===== config.mk =====
export PLATFORM = sky130hd
export DESIGN_NAME = ii_paced_feeder
export DESIGN_NICKNAME = d
export VERILOG_FILES = /design/src/rtl/feeder_pkg.sv /design/src/rtl/ff_store.sv /design/src/rtl/ii_pacer.sv /design/src/rtl/run_tally.sv /design/src/rtl/strobe_relay.sv /design/src/rtl/ii_paced_feeder.sv
export SDC_FILE = /design/constraint.sdc
export NUM_CORES = 1
export LEC_CHECK = 0
export ABC_AREA = 1
export BUFFER_PORTS_ARGS = -buffer_cell sky130_fd_sc_hd__buf_2
export CORE_MARGIN = 3
export CORE_UTILIZATION = 30
export CTS_BUF_LIST = sky130_fd_sc_hd__clkbuf_4 sky130_fd_sc_hd__clkbuf_8
export CTS_CLUSTER_SIZE = 40
export DETAILED_ROUTE_END_ITERATION = 10
export MAX_ROUTING_LAYER = met4
export PLACE_DENSITY = 0.58
export SYNTH_ARGS = -nofsm -noshare
export SYNTH_HDL_FRONTEND = slang
export SYNTH_SLANG_ARGS = --single-unit

===== constraint.sdc =====
create_clock -name clk -period 2.73 [get_ports clk]
set_clock_uncertainty 0.2 [all_clocks]
set_input_delay 0.819 -clock clk [delete_from_list [all_inputs] [get_ports clk]]
set_output_delay 0.819 -clock clk [all_outputs]
set_load 0.02 [all_outputs]

===== src/rtl/feeder_pkg.sv =====
package feeder_pkg;

   typedef struct packed {
      logic ld;
      logic wren;
   } strobe_t;

   function automatic bit is_pow2(input int v);
      return (v >= 2) && ((v & (v - 1)) == 0);
   endfunction

endpackage


===== src/rtl/ff_store.sv =====
module ff_store #(
   parameter int DW    = 32,
   parameter int DEPTH = 16
) (
   input  logic          clk,
   input  logic          rst_n,
   input  logic          push_i,
   input  logic [DW-1:0] din_i,
   input  logic          pop_i,
   output logic [DW-1:0] dout_o,
   output logic          dvalid_o,
   output logic          full_o,
   output logic          empty_o
);
   localparam int AW   = $clog2(DEPTH);
   localparam int CNTW = AW + 1;

   logic [DW-1:0]   mem [DEPTH];
   logic [AW-1:0]   wp_q, rp_q;
   logic [CNTW-1:0] occ_q;
   logic            push_ok, pop_ok;

   assign full_o  = (occ_q == CNTW'(DEPTH));
   assign empty_o = (occ_q == '0);
   assign push_ok = push_i && !full_o;
   assign pop_ok  = pop_i && !empty_o;

   always_ff @(posedge clk) begin
      if (push_ok) mem[wp_q] <= din_i;
   end

   always_ff @(posedge clk or negedge rst_n) begin
      if (!rst_n) begin
         wp_q     <= '0;
         rp_q     <= '0;
         occ_q    <= '0;
         dout_o   <= '0;
         dvalid_o <= 1'b0;
      end else begin
         dvalid_o <= pop_ok;
         if (push_ok) wp_q <= wp_q + 1'b1;
         if (pop_ok) begin
            rp_q   <= rp_q + 1'b1;
            dout_o <= mem[rp_q];
         end
         unique case ({push_ok, pop_ok})
            2'b10:   occ_q <= occ_q + 1'b1;
            2'b01:   occ_q <= occ_q - 1'b1;
            default: occ_q <= occ_q;
         endcase
      end
   end
endmodule


===== src/rtl/ii_pacer.sv =====
module ii_pacer #(
   parameter int IIW = 4
) (
   input  logic           clk,
   input  logic           rst_n,
   input  logic [IIW-1:0] ii_i,
   input  logic           go_i,
   output logic           pop_o,
   output logic [IIW-1:0] phase_o
);
   logic [IIW-1:0] ph_q, ph_d;

   assign pop_o   = (ph_q == '0) && go_i;
   assign phase_o = ph_q;

   always_comb begin
      if (ph_q != '0) begin
         ph_d = (ph_q >= ii_i) ? '0 : ph_q + 1'b1;
      end else if (pop_o) begin
         ph_d = (ii_i == '0) ? '0 : IIW'(1);
      end else begin
         ph_d = '0;
      end
   end

   always_ff @(posedge clk or negedge rst_n) begin
      if (!rst_n) ph_q <= '0;
      else        ph_q <= ph_d;
   end
endmodule


===== src/rtl/run_tally.sv =====
module run_tally #(
   parameter int CW = 16
) (
   input  logic          clk,
   input  logic          rst_n,
   input  logic          load_i,
   input  logic [CW-1:0] limit_i,
   input  logic          pop_i,
   output logic          armed_o,
   output logic          done_o
);
   logic [CW-1:0] limit_q, tally_q;

   assign armed_o = (tally_q != limit_q);

   always_ff @(posedge clk or negedge rst_n) begin
      if (!rst_n) begin
         limit_q <= '0;
         tally_q <= '0;
         done_o  <= 1'b0;
      end else if (load_i) begin
         limit_q <= limit_i;
         tally_q <= '0;
         done_o  <= 1'b0;
      end else if (pop_i) begin
         tally_q <= tally_q + 1'b1;
         if (tally_q + 1'b1 == limit_q) done_o <= 1'b1;
      end
   end
endmodule


===== src/rtl/strobe_relay.sv =====
module strobe_relay
   import feeder_pkg::*;
#(
   parameter int DW        = 32,
   parameter bit REGISTERED = 1'b1
) (
   input  logic          clk,
   input  logic          rst_n,
   input  strobe_t       stb_i,
   input  logic [DW-1:0] data_i,
   output strobe_t       stb_o,
   output logic [DW-1:0] data_o
);
   generate
      if (REGISTERED) begin : g_reg
         always_ff @(posedge clk or negedge rst_n) begin
            if (!rst_n) begin
               stb_o  <= '0;
               data_o <= '0;
            end else begin
               stb_o  <= stb_i;
               data_o <= data_i;
            end
         end
      end else begin : g_wire
         assign stb_o  = stb_i;
         assign data_o = data_i;
      end
   endgenerate
endmodule


===== src/rtl/ii_paced_feeder.sv =====
module ii_paced_feeder
   import feeder_pkg::*;
#(
   parameter int DW        = 32,
   parameter int DEPTH     = 16,
   parameter int CW        = 16,
   parameter int IIW       = 4,
   parameter bit RELAY_REG = 1'b1
) (
   input  logic           clk,
   input  logic           rst_n,
   input  logic           wr_en_i,
   input  logic [DW-1:0]  wr_data_i,
   input  logic           cfg_ii_we_i,
   input  logic [IIW-1:0] cfg_ii_i,
   input  logic           cfg_len_we_i,
   input  logic [CW-1:0]  cfg_len_i,
   input  logic           instr_load_i,
   input  logic           reg_wren_i,
   input  logic [DW-1:0]  reg_data_i,
   output logic [DW-1:0]  rd_data_o,
   output logic           valid_o,
   output logic           done_o,
   output logic           full_o,
   output logic           empty_o,
   output logic           instr_load_o,
   output logic           reg_wren_o,
   output logic [DW-1:0]  reg_data_o
);
   generate
      if (!is_pow2(DEPTH)) begin : g_bad_depth
         $error("DEPTH must be a power of two and at least 2");
      end
      if (DW < 1 || CW < 1 || IIW < 1) begin : g_bad_width
         $error("DW, CW and IIW must be at least 1");
      end
   endgenerate

   logic [IIW-1:0] ii_q;
   logic [IIW-1:0] phase_w;
   logic           pop_w, armed_w, go_w;
   strobe_t        stb_in, stb_out;

   always_ff @(posedge clk or negedge rst_n) begin
      if (!rst_n)           ii_q <= '0;
      else if (cfg_ii_we_i) ii_q <= cfg_ii_i;
   end

   assign go_w = armed_w && !empty_o && !cfg_len_we_i;

   ff_store #(.DW(DW), .DEPTH(DEPTH)) store_i (
      .clk(clk), .rst_n(rst_n),
      .push_i(wr_en_i), .din_i(wr_data_i),
      .pop_i(pop_w), .dout_o(rd_data_o), .dvalid_o(valid_o),
      .full_o(full_o), .empty_o(empty_o)
   );

   ii_pacer #(.IIW(IIW)) pacer_i (
      .clk(clk), .rst_n(rst_n),
      .ii_i(ii_q), .go_i(go_w),
      .pop_o(pop_w), .phase_o(phase_w)
   );

   run_tally #(.CW(CW)) tally_i (
      .clk(clk), .rst_n(rst_n),
      .load_i(cfg_len_we_i), .limit_i(cfg_len_i),
      .pop_i(pop_w), .armed_o(armed_w), .done_o(done_o)
   );

   assign stb_in.ld   = instr_load_i;
   assign stb_in.wren = reg_wren_i;

   strobe_relay #(.DW(DW), .REGISTERED(RELAY_REG)) relay_i (
      .clk(clk), .rst_n(rst_n),
      .stb_i(stb_in), .data_i(reg_data_i),
      .stb_o(stb_out), .data_o(reg_data_o)
   );

   assign instr_load_o = stb_out.ld;
   assign reg_wren_o   = stb_out.wren;
endmodule


==> summary.md <==
| Metric | Value |
|---|---|
| Fmax | `between 0.3 and 0.4 GHz` |
| TritonRoute pass-1 iters | `5` |
| Hold Crit Class | `input port to flip-flop` |
| Clock Latency Late Sink | `around 0.74 ns` |
| Syn Inst Count | `1,984` |
| Worst-Margin Slew | `0.6732 ns` |
| Routed WL per cell | `19.36 µm` |
| Post-place setup slack | `-0.2011 ns` |
| Metal2 WL | `between 30,000 and 40,000 µm` |
| PwrDens | `slightly below 1000 mW/mm²` |
| Layout cells sized above 1 | `0.2448` |
| Combinational fraction of design power | `0.331` |
| Violated checks | `negative setup slack` |
| Clock Tree Root | `clkbuf_8` |
| RSZ-0062 raised after global routing | `true` |
| Max_slew headroom | `0.5512` |
| Worst IR Drop VDD | `0.0005880 V` |
| Drt drc | `0` |
| Vias | `17,140` |
| Post-Syn Area | `0.02559 mm²` |
| Gr usage total | `0.1562` |
| DRT antenna net count | `0` |
| DR vias/cell | `4.832` |
| Vias in the first global route | `17,550` |
| CTS tree | `done` |
| WS Path Type | `flip-flop to primary output` |
| Clk slew on worst S/H paths | `0.06 ns` |
| Synth warn | `0` |
| Die extent in y | `298.1 µm` |
| Largest cells by area after synthesis | `edfxtp_1, dfrtp_1, nor2_1` |
| DRT iter0 DRCs | `between 1,000 and 1,500` |
| Distinct cells, synth | `42` |
| Max Cap Violations | `0` |
| Sequential area share after synthesis | `0.7192` |
| Switching share of power | `0.3557` |
| Detailed Route WL | `68,650 µm` |
| PnR worst setup slack | `-0.01844 ns` |
| Leakage | `11.70 nW` |
| Critical Path AT | `1.73 ns` |
| H-tree Lvls | `3` |
| Max Root-Sink Buffers | `3` |
| Detail Route met3 WL | `4111 µm` |
| First-pass GRT wire length | `104,300 µm` |
| WP data required | `1.71 ns` |
| Crit end category | `primary output` |
| Largest net degree at the start of global routing | `109` |
| Final net count | `~2,400` |
| Num ports | `between 150 and 200` |
| WHS | `0.1286 ns` |
| Global route overflow | `0` |
| Status | `finished, violations left` |
| Post-Route Setup TNS | `-0.01844 ns` |
| Cell taking the most area after synthesis | `edfxtp_1` |
| Clock share of power | `0.277` |
| P_int | `20.04 mW` |
| Crit share post-route | `1.007` |
| Max Slew Vio Count | `0` |
| Worst-path maximum fanout | `2` |
| Placer congestion estimate | `0.8080` |
| Initial antenna violation count | `9` |
| Most frequent cells in the layout | `edfxtp_1, nor2_1, nand2_1` |
| Most common cell after layout, fill and taps aside | `edfxtp_1` |
| Die Area | `0.08883 mm²` |
| Synthesized Nets | `2,092` |
| Starting Density | `0.3043` |
| Total CTS buffers | `slightly above 100` |
| Tmin final | `roughly 2.7 ns` |
| Die width | `298.1 µm` |
| Top Layer Used | `met4` |
| Startpoint types | `flip-flop` |
| Area grow syn2layout | `23.95%` |
| Flops & latches, synth | `633` |
| Sw power | `11.06 mW` |
| Final Hold Vio Count | `0` |
| Final setup fails | `1` |
| Sequential Power Share | `0.391` |
| Num rows | `106` |
| Synth top area share | `0.6009` |
| # clock sinks | `633` |
| Met1 WL | `29,140 µm` |
| Core area | `0.08409 mm²` |
| Avg Cell Area, Syn | `12.90 µm²` |
| Post-DP HPWL | `39,140 µm` |
| IO buf count | `160` |
==> area by class of cell <==
cell class / count / area (µm²)
Clock inverter: 33 / 276.5
Fill cell: 8074 / 52370
Clock buffer: 159 / 1919
Sequential cell: 633 / 18410
Inverter: 71 / 279.0
Tap cell: 1134 / 1419
Antenna cell: 7 / 17.52
Timing Repair Buffer: 347 / 2869
Multi-Input combinational cell: 1163 / 6526
==> synthesized netlist by cell type (all sizes together) <==
cell type  count
a21oi          9
buf           60
clkbuf        57
dfrtp        121
edfxtp       512
fa             1
ha            16
inv           71
mux2           1
nand2        274
nand3         83
nand3b         1
nand4          5
nor2         314
nor3           3
nor4           1
o211ai         1
o21ai        156
o21bai       129
o221ai       128
o22ai         12
o32ai          1
or2            1
xnor2          3
xor2          24
==> state kept, by name (all words and copies together) (netlist names) <==
register          cells
relay_i.data_o       32
store_i.occ_q         5
store_i.dout_o       32
store_i.dvalid_o      1
pacer_i.phase_o       4
store_i.rp_q          4
tally_i.tally_q      16
tally_i.limit_q      16
ii_q                  4
store_i.wp_q          4
relay_i.stb_o         2
store_i.mem         512
tally_i.done_o        1
==> worst paths after layout <==
check                      slack, ns                 end               start  depth (start not counted)
hold / removal                  0.13  tally_i.limit_q[4]        cfg_len_i[4]                          3
min in group asynchronous       0.37  store_i.dout_o[29]               rst_n                          2
setup / recovery               -0.02              full_o    store_i.occ_q[3]                          5
hold reg to reg                 0.28  store_i.dout_o[28]  store_i.dout_o[28]                          2
setup reg to reg                0.05    store_i.occ_q[4]  tally_i.tally_q[5]                         19
max in group asynchronous       1.35  relay_i.data_o[10]               rst_n                          3
==> through the flow <==
stage | instances | power (mW) | utilization | cell area [µm²]
2_1_floorplan | 1984 | 18.62 | - | 25610
3_3_place_gp | 3302 | 22.29 | 0.3446 | 28970
3_5_place_dp | 3302 | 22.56 | 0.3446 | 28970
4_1_cts | 3534 | 31.44 | 0.3758 | 31600
5_1_grt | 3547 | 32.98 | 0.3772 | 31720
6_report | 3547 | 31.10 | 0.3772 | 31720
==> critical path, stage by stage, from the launching register on <==
cell and delay, ns:
dfrtp_1 0.40, inv_2 0.07, nand4_1 0.12, or2_4 0.27
inv_4 0.06, buf_6 0.11
==> routing by layer <==
metal,vias up,global-route usage
li1,7913,-
met1,8514,0.1948
met2,541,0.2531
met3,171,0.03024
met4,0,0.05736
met5,-,-
==> repair_timing <==
item,in CTS,in global routing
gates cloned,0,0
hold buffers,35,0
pin swaps,4,11
gates resized for setup,13,28
endpoints found under the setup margin,3,20
buffers inserted,5,6
endpoints found under the hold margin,60,0
==> logic make-up after synthesis <==
family | synth area share
buf+inv | 0.03340
xor+xnor | 0.009535
flops | 0.7192
compound gates | 0.1202
fa+ha+maj | 0.008606
simple gates | 0.1086
mux | 0.0004400
==> power groups by stage <==
stage / Combinational, mW / Sequential, mW / Clock, mW
3_5_place_dp: 10.2 / 12.4 / 0
5_1_grt: 11.4 / 12.3 / 9.32
3_3_place_gp: 9.98 / 12.3 / 0
6_report: 10.3 / 12.2 / 8.62
2_1_floorplan: 6.11 / 12.5 / 0
4_1_cts: 10.4 / 12.2 / 8.91
(Power assumes the default switching activity.)
